--- src/rtl/dac_regs_pkg.sv ---
// Package: shared constants and types for the DAC register interface.
// Assumes a byte-wide data bus and converter codes of two bytes.
package dac_regs_pkg;
    localparam int BYTE_W = 8;
    localparam int CODE_W = 2 * BYTE_W;

    // Which half of a channel code an address selects (address bit 0).
    typedef enum logic {
        HALF_LO = 1'b0,
        HALF_HI = 1'b1
    } half_e;

    // Code that yields 0 V out of reset: mid-scale for bipolar, zero for unipolar.
    function automatic logic [CODE_W-1:0] zero_volt_code(input logic bipolar);
        zero_volt_code = bipolar ? {1'b1, {(CODE_W-1){1'b0}}} : '0;
    endfunction
endpackage

--- src/rtl/dac_addr_decode.sv ---
// Module: dac_addr_decode
// Decodes a byte address against the switch-selected window.
// It produces a window hit, the channel index and the half (low or high byte).
// Assumes NUM_CH is a power of two of at least 2 and the window is aligned to its size.
module dac_addr_decode
    import dac_regs_pkg::*;
#(
    parameter int ADDR_W = 10,
    parameter int NUM_CH = 16,
    localparam int OFF_W = $clog2(2 * NUM_CH),
    localparam int CH_W  = OFF_W - 1,
    localparam int SEL_W = ADDR_W - OFF_W
) (
    input  logic [ADDR_W-1:0] addr,
    input  logic [SEL_W-1:0]  base_sel,
    output logic              hit,
    output logic [CH_W-1:0]   ch_idx,
    output half_e             half
);
    // Compare upper address bits with the switches; split the offset into channel and half.
    always_comb begin
        hit    = (addr[ADDR_W-1:OFF_W] == base_sel);
        ch_idx = addr[OFF_W-1:1];
        half   = half_e'(addr[0]);
    end
endmodule

--- src/rtl/dac_xfer_ctrl.sv ---
// Module: dac_xfer_ctrl
// Turns a decoded bus strobe into per-channel latch enables and commit controls.
// Assumes wr_en and rd_en are single-cycle strobes that are never high together.
module dac_xfer_ctrl
    import dac_regs_pkg::*;
#(
    parameter int NUM_CH = 16,
    localparam int CH_W  = $clog2(NUM_CH)
) (
    input  logic              wr_en,
    input  logic              rd_en,
    input  logic              hit,
    input  logic [CH_W-1:0]   ch_idx,
    input  half_e             half,
    input  logic              sim_mode,
    output logic [NUM_CH-1:0] lo_we,
    output logic [NUM_CH-1:0] hi_we,
    output logic [NUM_CH-1:0] hi_commit,
    output logic              xfer_all
);
    logic wr_hit;

    // A write counts only when it falls inside the window.
    always_comb wr_hit = wr_en && hit;

    // A read inside the window in simultaneous mode moves every channel.
    always_comb xfer_all = rd_en && hit && sim_mode;

    // One enable set per channel.
    for (genvar c = 0; c < NUM_CH; c++) begin : g_ch_en
        logic sel;
        always_comb begin
            sel          = wr_hit && (ch_idx == CH_W'(c));
            lo_we[c]     = sel && (half == HALF_LO);
            hi_we[c]     = sel && (half == HALF_HI);
            hi_commit[c] = sel && (half == HALF_HI) && !sim_mode;
        end
    end
endmodule

--- src/rtl/dac_chan_reg.sv ---
// Module: dac_chan_reg
// Holds one channel's double buffer: a two-byte input latch and the output register.
// Assumes hi_commit and xfer are never high together (they come from a write and a read).
module dac_chan_reg
    import dac_regs_pkg::*;
(
    input  logic              clk,
    input  logic              rst_n,
    input  logic [CODE_W-1:0] rst_code,
    input  logic [BYTE_W-1:0] byte_in,
    input  logic              lo_we,
    input  logic              hi_we,
    input  logic              hi_commit,
    input  logic              xfer,
    output logic [CODE_W-1:0] out_code
);
    logic [BYTE_W-1:0] lo_q;
    logic [BYTE_W-1:0] hi_q;

    // Input latch: capture the addressed byte; reset to the 0 V code.
    always_ff @(posedge clk) begin
        if (!rst_n) begin
            lo_q <= rst_code[BYTE_W-1:0];
            hi_q <= rst_code[CODE_W-1:BYTE_W];
        end else begin
            if (lo_we) lo_q <= byte_in;
            if (hi_we) hi_q <= byte_in;
        end
    end

    // Output register: take the new word on a high-byte commit or the latch on a transfer.
    always_ff @(posedge clk) begin
        if (!rst_n)         out_code <= rst_code;
        else if (hi_commit) out_code <= {byte_in, lo_q};
        else if (xfer)      out_code <= {hi_q, lo_q};
    end

    AST_RST_CODE: assert property (@(posedge clk)
        !rst_n |=> (out_code == $past(rst_code)) && ({hi_q, lo_q} == $past(rst_code)));
    AST_LO_HOLD: assert property (@(posedge clk) disable iff (!rst_n)
        lo_we |=> $stable(out_code));
    AST_HI_COMMIT: assert property (@(posedge clk) disable iff (!rst_n)
        hi_commit |=> out_code == {$past(byte_in), $past(lo_q)});
    AST_XFER_COPY: assert property (@(posedge clk) disable iff (!rst_n)
        (xfer && !hi_commit) |=> out_code == {$past(hi_q), $past(lo_q)});
endmodule

--- src/rtl/dac_bus_regs.sv ---
// Module: dac_bus_regs (top)
// Byte-bus register interface for NUM_CH double-buffered 16-bit DAC channels.
// Channel n sits at base + 2n (low byte) and base + 2n + 1 (high byte).
// Assumes single-cycle wr_en/rd_en strobes and a synchronous active-low reset.
module dac_bus_regs
    import dac_regs_pkg::*;
#(
    parameter int ADDR_W = 10,
    parameter int NUM_CH = 16,
    localparam int OFF_W = $clog2(2 * NUM_CH),
    localparam int CH_W  = OFF_W - 1,
    localparam int SEL_W = ADDR_W - OFF_W
) (
    input  logic                     clk,
    input  logic                     rst_n,
    input  logic [SEL_W-1:0]         base_sel,
    input  logic                     bipolar_sel,
    input  logic                     sim_mode,
    input  logic                     wr_en,
    input  logic                     rd_en,
    input  logic [ADDR_W-1:0]        addr,
    input  logic [BYTE_W-1:0]        wdata,
    output logic [BYTE_W-1:0]        rdata,
    output logic [NUM_CH*CODE_W-1:0] ch_code
);
    logic              hit;
    logic [CH_W-1:0]   ch_idx;
    half_e             half;
    logic [NUM_CH-1:0] lo_we;
    logic [NUM_CH-1:0] hi_we;
    logic [NUM_CH-1:0] hi_commit;
    logic              xfer_all;
    logic [CODE_W-1:0] rst_code;

    // Reset code picked by the unipolar/bipolar select.
    always_comb rst_code = zero_volt_code(bipolar_sel);

    // Reads carry no data; they only trigger transfers.
    always_comb rdata = '0;

    dac_addr_decode #(.ADDR_W(ADDR_W), .NUM_CH(NUM_CH)) dec_i (
        .addr     (addr),
        .base_sel (base_sel),
        .hit      (hit),
        .ch_idx   (ch_idx),
        .half     (half)
    );

    dac_xfer_ctrl #(.NUM_CH(NUM_CH)) ctl_i (
        .wr_en     (wr_en),
        .rd_en     (rd_en),
        .hit       (hit),
        .ch_idx    (ch_idx),
        .half      (half),
        .sim_mode  (sim_mode),
        .lo_we     (lo_we),
        .hi_we     (hi_we),
        .hi_commit (hi_commit),
        .xfer_all  (xfer_all)
    );

    for (genvar c = 0; c < NUM_CH; c++) begin : g_chan
        dac_chan_reg chan_i (
            .clk       (clk),
            .rst_n     (rst_n),
            .rst_code  (rst_code),
            .byte_in   (wdata),
            .lo_we     (lo_we[c]),
            .hi_we     (hi_we[c]),
            .hi_commit (hi_commit[c]),
            .xfer      (xfer_all),
            .out_code  (ch_code[c*CODE_W +: CODE_W])
        );
    end

    AST_SIM_WR_HOLD: assert property (@(posedge clk) disable iff (!rst_n)
        (sim_mode && !(rd_en && hit)) |=> $stable(ch_code));
    AST_IND_RD_HOLD: assert property (@(posedge clk) disable iff (!rst_n)
        (!sim_mode && !wr_en) |=> $stable(ch_code));
    AST_MISS_HOLD: assert property (@(posedge clk) disable iff (!rst_n)
        !hit |=> $stable(ch_code));
    AST_ONE_CH_WR: assert property (@(posedge clk) disable iff (!rst_n)
        $onehot0(lo_we | hi_we));
endmodule

--- config.mk ---
export PLATFORM = sky130hd
export DESIGN_NAME = dac_bus_regs
export DESIGN_NICKNAME = d
export VERILOG_FILES = /design/src/rtl/dac_regs_pkg.sv /design/src/rtl/dac_addr_decode.sv /design/src/rtl/dac_xfer_ctrl.sv /design/src/rtl/dac_chan_reg.sv /design/src/rtl/dac_bus_regs.sv
export SDC_FILE = /design/constraint.sdc
export NUM_CORES = 1
export LEC_CHECK = 0
export BUFFER_PORTS_ARGS = -buffer_cell sky130_fd_sc_hd__buf_2
export CAP_MARGIN = 20
export CORE_MARGIN = 2
export CORE_UTILIZATION = 40
export CTS_BUF_LIST = sky130_fd_sc_hd__clkbuf_4 sky130_fd_sc_hd__clkbuf_8
export DETAILED_ROUTE_END_ITERATION = 16
export GPL_TIMING_DRIVEN = 0
export PLACE_DENSITY = 0.57
export SLEW_MARGIN = 20
export SYNTH_ARGS = -nofsm -noshare
export SYNTH_HDL_FRONTEND = slang
export SYNTH_SLANG_ARGS = --single-unit
export TNS_END_PERCENT = 50
--- constraint.sdc ---
create_clock -name clk -period 4 [get_ports clk]
set_input_delay 1 -clock clk [delete_from_list [all_inputs] [get_ports clk]]
set_output_delay 1 -clock clk [all_outputs]
set_load 0.005 [all_outputs]
==> results.yml, run 1 <==
timing:
  maxSlewViolCount: 0
  clock.fmax_mhz: 307
  period_share: 0.814
  fin_crit_ns: 3.26
  setup_viol: 0
  rsz0062_at_grt: "no"
  worst_slew_pin_slew_ns: 1.04
  holdWs_ns: 0.518
  fin_ws_ns: 0.744
  relSlewSlack: 0.306
  fin_tns_setup_ns: 0
  hold_viol_final: 0
  fin_skew_ns: 0.0248
final_layout:
  final_nets: 1638
  final_cells: 2297
  drive_gt1_frac: 0.302
  area_delta_synth_final_pct: 21.5
floorplanning:
  die_h_um: 225
  placementRows: 80
  fp.dieW_um: 225
  floorplan.initialDensity: 0.407
  io-pin-count: 293
  dieArea_mm2: 0.0505
  core_mm2: 0.0478
clock_network:
  cts-root-buf: "clkbuf_8"
  cts_tree: "done"
  cts_resized: 0
  numCtsBuffers: 87
  cts_sinks: 512
  htreeDepth: 3
  cts_buffer_depth: 3
  cts_setup_buffers: 0
  clock_latency_ns: 0.66
  path_clk_slew_ns: 0.06
  ctsHoldBuffers: 0
detailed_routing:
  drt_iter0_drc: 1030
  via_count: 12000
  wirelength_mm: 55.4
  dr.pass1.iters: 5
  post-route-drc-count: 0
  ant_nets: 0
  via_per_inst: 5.24
  wl_per_cell_um: 24.1
placed_design:
  routabilityCongestion: 0.892
  pre_cts_ws_ns: -0.0894
  dp_hpwl_mm: 37.6
  dp.cells: 2135
  port_buffers: 283
synth:
  synth.distinct_cells: 46
  ys_ff_latch: 512
  synth_top_area_frac: 0.790
  yosysMostFrequentCell: "edfxtp_1"
  synth-edff-count: 512
  synth_top_cells_by_count: "edfxtp_1, and2_1, o21ai_0"
  yosys.area.top_type: "edfxtp_1"
  synthTopCellsByArea: "edfxtp_1, and2_1, o21ai_0"
  ys.warnings.count: 0
  seq_area_frac_synth: 0.790
  yosys_most_used_dff: "edfxtp_1"
  syn_inst: 1212
  syn-cell-area_mm2: 0.0195
  synth_area_per_cell_um2: 16.1
  async_flop_share: 0
pwr:
  switching_share: 0.237
  switchingPower_mw: 2.81
  p_comb_frac: 0.072
  p_int_mw: 9.06
  peakVddDrop_uv: 296
  power_frac_clock: 0.384
  power_density_mw_per_mm2: 502
  finalPower_mw: 11.9
  leakage_nw: 8.87
  power.share.sequential: 0.545
global_routing:
  first_global_vias: 11700
  antenna_found_initial: 9
  grt_pass1_wl_mm: 78.2
  grt_max_degree: 23
  grt_usage: 0.219
  grt_overflow: 0
critical_path:
  crit_family: "compound AO/OA/AOI/OAI gates"
  cpMostUsedCell: "buf_2"
  end_kind: "flop"
  cp.arrival_ns: 3.54
  max_stage_delay_ns: 0.89
  crit_type: "primary input to flop"
  crit_chain: "buf_2 > xnor2_1 > and4_1 > buf_2 > buf_2 > nand2_1 > o21ai_1"
  critPathBufInv: 3
  worstPathRequired_ns: 4.29
  cp-start-kind: "primary input"
  critPathMaxFanout: 10
  slowest_stage: "o21ai_1"
run:
  drv_cap: 0
hold_path:
  holdCritPathClass: "flop to flop"
outcome:
  outcome: "completed"
## state kept, by name, indices dropped and copies added, names as in the netlist
name,cells
g_chan.chan_i.lo_q,128
g_chan.chan_i.out_code,256
g_chan.chan_i.hi_q,128
## metal layers
layer,track usage,vias to the layer above,wire (µm)
li1,-,5406,-
met1,0.286,5950,22900
met2,0.349,538,26100
met3,0.0628,128,4550
met4,0.0803,14,1680
met5,0,-,92
## cells in the final DEF, fill, tap and decap left out, drive strengths merged, types with 3 or more instances in the layout
cell type,n
nand3,76
clkinvlp,3
edfxtp,512
nand4,16
o311ai,6
nand2b,6
nor4,9
clkinv,39
mux2i,42
xor2,3
conb,8
buf,329
inv,13
clkbuf,170
o31ai,5
a31oi,5
a21oi,70
o21ai,108
or3,6
and4,4
nor2,6
xnor2,5
nor3,3
o211ai,14
nand2,73
nor2b,3
and2,128
## stage by stage
| step | instance area (µm²) | utilization |
|---|---|---|
| 4_1_cts | 23700 | 0.494 |
| 3_3_place_gp | 21700 | 0.453 |
| 6_report | 23700 | 0.494 |
| 3_5_place_dp | 22000 | 0.459 |
| 2_1_floorplan | 19500 | - |
| 5_1_grt | 23700 | 0.494 |
## logic make-up after synthesis
group,after synthesis,share of synthesized area
XOR/XNOR,8,0.00437
multiplexers,42,0.0216
flip-flops,512,0.790
buffers and inverters,95,0.0210
AND/OR/NAND/NOR,343,0.104
AO/OA/AOI/OAI,211,0.0591
other,1,0.000193
## power by group through the flow
stage / clock (mW) / sequential, mW / combinational [mW]
global route: 4.90 / 6.50 / 0.923
floorplan: 0 / 6.56 / 0.367
finish: 4.56 / 6.47 / 0.849
global placement: 0 / 6.58 / 0.807
CTS: 4.67 / 6.47 / 0.857
detailed placement: 0 / 6.58 / 0.855
## final timing paths
path                                  start                        endpoint  slack, ns  depth (start not counted)
hold / removal     g_chan[2].chan_i.lo_q[1]    g_chan[2].chan_i.out_code[1]       0.52                          1
setup reg to reg  g_chan[13].chan_i.hi_q[7]  g_chan[13].chan_i.out_code[15]       2.94                          2
setup / recovery                base_sel[4]        g_chan[3].chan_i.lo_q[7]       0.74                          7
hold reg to reg    g_chan[2].chan_i.lo_q[1]    g_chan[2].chan_i.out_code[1]       0.52                          1
## area by class of cell
type,instances,area [µm²]
clock inverters,47,292
fillers,4148,24200
flip-flops and latches,512,15400
plain buffers,85,372
inverters,10,37.5
diodes,2,5.00
repair buffers,301,1680
well taps,615,769
multi-input cells,612,3730
clock buffers,113,1390
(Power assumes the default switching activity.)
==> run 2, diff against run 1 <==
- PLACE_DENSITY: 0.57 -> 0.6
- clock period: 4 -> 2.64 ns (I/O delays scaled with it)
==> run 2 against run 1 <==
Via count fell by 0.34%; the run now ends with negative setup slack left; global-route usage down 0.060 points; clock skew is 0.0019 ns lower; design area up 0.92%; count of clock-buffer cells in the layout down 3; critical path depth is the same; final cell count down 0.39%; wire length fell by 0.32%; critical endpoint is now g_chan[3].chan_i.lo_q[0]; flip-flop and latch count unchanged; core utilization rose by 0.45 points.
==> results.yml, run 2 (synthesized netlist as in run 1, its figures left out) <==
detailed_routing:
  post-route-drc-count: 0
  wirelength_mm: 55.2
  wl_per_cell_um: 24.1
  dr.pass1.iters: 6
  via_per_inst: 5.24
  via_count: 12000
  ant_nets: 0
  drt_iter0_drc: 716
pwr:
  power_density_mw_per_mm2: 757
  peakVddDrop_uv: 425
  leakage_nw: 8.91
global_routing:
  grt_max_degree: 19
  grt_overflow: 0
  antenna_found_initial: 11
  first_global_vias: 11900
  grt_usage: 0.218
  grt_pass1_wl_mm: 78.0
hold_path:
  hp-start: "wdata[7]"
  holdCritPathClass: "primary input to flop"
  hold_end: "g_chan[8].chan_i.out_code[15]"
  whs_path_depth: 3
final_layout:
  largest_reg_flops: 256
  final_common_cell: "edfxtp_1"
  postLayoutCellArea_mm2: 0.0239
  regMostFlops: "g_chan.chan_i.out_code"
  fin_util: 0.499
  final_cell_mix: "edfxtp_1, buf_2, and2_1, clkbuf_8, nand3_1"
  final_nets: 1636
  area_delta_synth_final_pct: 22.6
  top_regs: "g_chan.chan_i.out_code (256), g_chan.chan_i.hi_q (128), g_chan.chan_i.lo_q (128)"
  drive_gt1_frac: 0.324
clock_network:
  cts-root-buf: "clkbuf_8"
  clock_latency_ns: 0.66
  path_clk_slew_ns: 0.06
  cts_sinks: 512
  htreeDepth: 3
  cts_buffer_depth: 3
  numCtsBuffers: 85
  cts_tree: "done"
timing:
  maxSlewViolCount: 0
  clock.fmax_mhz: 368
  rsz0062_at_grt: "yes"
  hold_viol_final: 0
  period_share: 1.03
  setup_viol: 81
  relSlewSlack: 0.270
  holdWs_ns: 0.473
  fin_crit_ns: 2.72
  worst_slew_pin_slew_ns: 1.09
  fin_skew_ns: 0.0230
  fin_ws_ns: -0.0793
placed_design:
  placed_cell_area_mm2: 0.0219
  routabilityCongestion: 0.925
  port_buffers: 283
  pre_cts_ws_ns: -1.19
  dp_hpwl_mm: 37.5
critical_path:
  regToRegSetupSlack_ns: 1.53
  rr_startpoint: "g_chan[3].chan_i.hi_q[7]"
  reg2reg_to: "g_chan[3].chan_i.out_code[15]"
  worstPathRequired_ns: 2.93
  crit_type: "primary input to flop"
  worstRegToRegCells: 2
  critPathMaxFanout: 10
  cp.arrival_ns: 3.01
  end_kind: "flop"
  cp-start-kind: "primary input"
floorplanning:
  floorplan.initialDensity: 0.407
  io-pin-count: 293
  dieArea_mm2: 0.0505
  placementRows: 80
  fp.dieW_um: 225
  die_h_um: 225
  core_mm2: 0.0478
run:
  drv_cap: 0
outcome:
  violations: "negative setup slack"
  outcome: "complete, but fails checks"
run 2: cell count changes in the layout (fill, tap and decap cells not counted), sizes merged, moves of 2 or more:
cell / delta
clkinv: -11
clkbuf: -4
bufinv: +3
diode: +3
inv: -2
run 2: where the power goes:
group          internal [mW]  switching (mW)  total, mW
Sequential              9.64           0.155       9.79
Clock                   3.85            3.11       6.96
Combinational          0.428           0.889       1.32
Total                   13.9            4.16       18.1
run 2: worst max-delay path, cell delays in order:
cell and delay, ns:
buf_2 0.10, xnor2_1 0.48, and4_1 0.27, buf_2 0.19, buf_2 0.27, nand2_1 0.40, o21ai_2 0.63
run 2: metrics by stage:
| stage | power [mW] | setup TNS (ns) | cells |
|---|---|---|---|
| floorplan | 10.5 | -9.54 | 1219 |
| global placement | 11.2 | -915.20 | 2117 |
| detailed placement | 11.3 | -591.76 | 2129 |
| CTS | 18.3 | -21.84 | 2282 |
| global route | 18.7 | -11.21 | 2287 |
| finish | 18.1 | -1.69 | 2288 |
run 2: routing by layer:
layer,share of wire,wire length [µm],up-vias,GRT usage
met5,0.0013,69,-,0
met4,0.036,1980,10,0.103
met3,0.075,4120,132,0.0601
met2,0.48,26400,485,0.355
met1,0.41,22600,5974,0.271
li1,-,-,5394,-
run 2: cell type report:
type | count | area (µm²)
Antenna cell | 5 | 12.5
Inverter | 10 | 37.5
Clock buffer | 110 | 1360
Timing Repair Buffer | 301 | 1700
Buffer | 85 | 373
Tap cell | 615 | 769
Fill cell | 4107 | 24000
Multi-Input combinational cell | 612 | 3940
Clock inverter | 38 | 304
Sequential cell | 512 | 15400
run 2: repair_timing:
item	in CTS	in global routing
hold endpoints to repair	0	0
setup buffers	5	1
hold buffers	0	0
gates resized for setup	37	25
pin swaps	4	2
endpoints found under the setup margin	485	398
run 2: how the worst max path moves through the flow:
stage,start,to,slack [ns],depth (start not counted)
after floorplan,base_sel[0],g_chan[12].chan_i.hi_q[0],-0.07,6
after global placement,rst_n,g_chan[5].chan_i.lo_q[2],-1.69,5
after detailed placement,base_sel[2],g_chan[10].chan_i.hi_q[3],-1.19,7
after CTS,base_sel[0],g_chan[6].chan_i.out_code[1],-0.17,7
after global routing,base_sel[0],g_chan[3].chan_i.lo_q[7],-0.19,7
final,base_sel[4],g_chan[3].chan_i.lo_q[0],-0.08,7
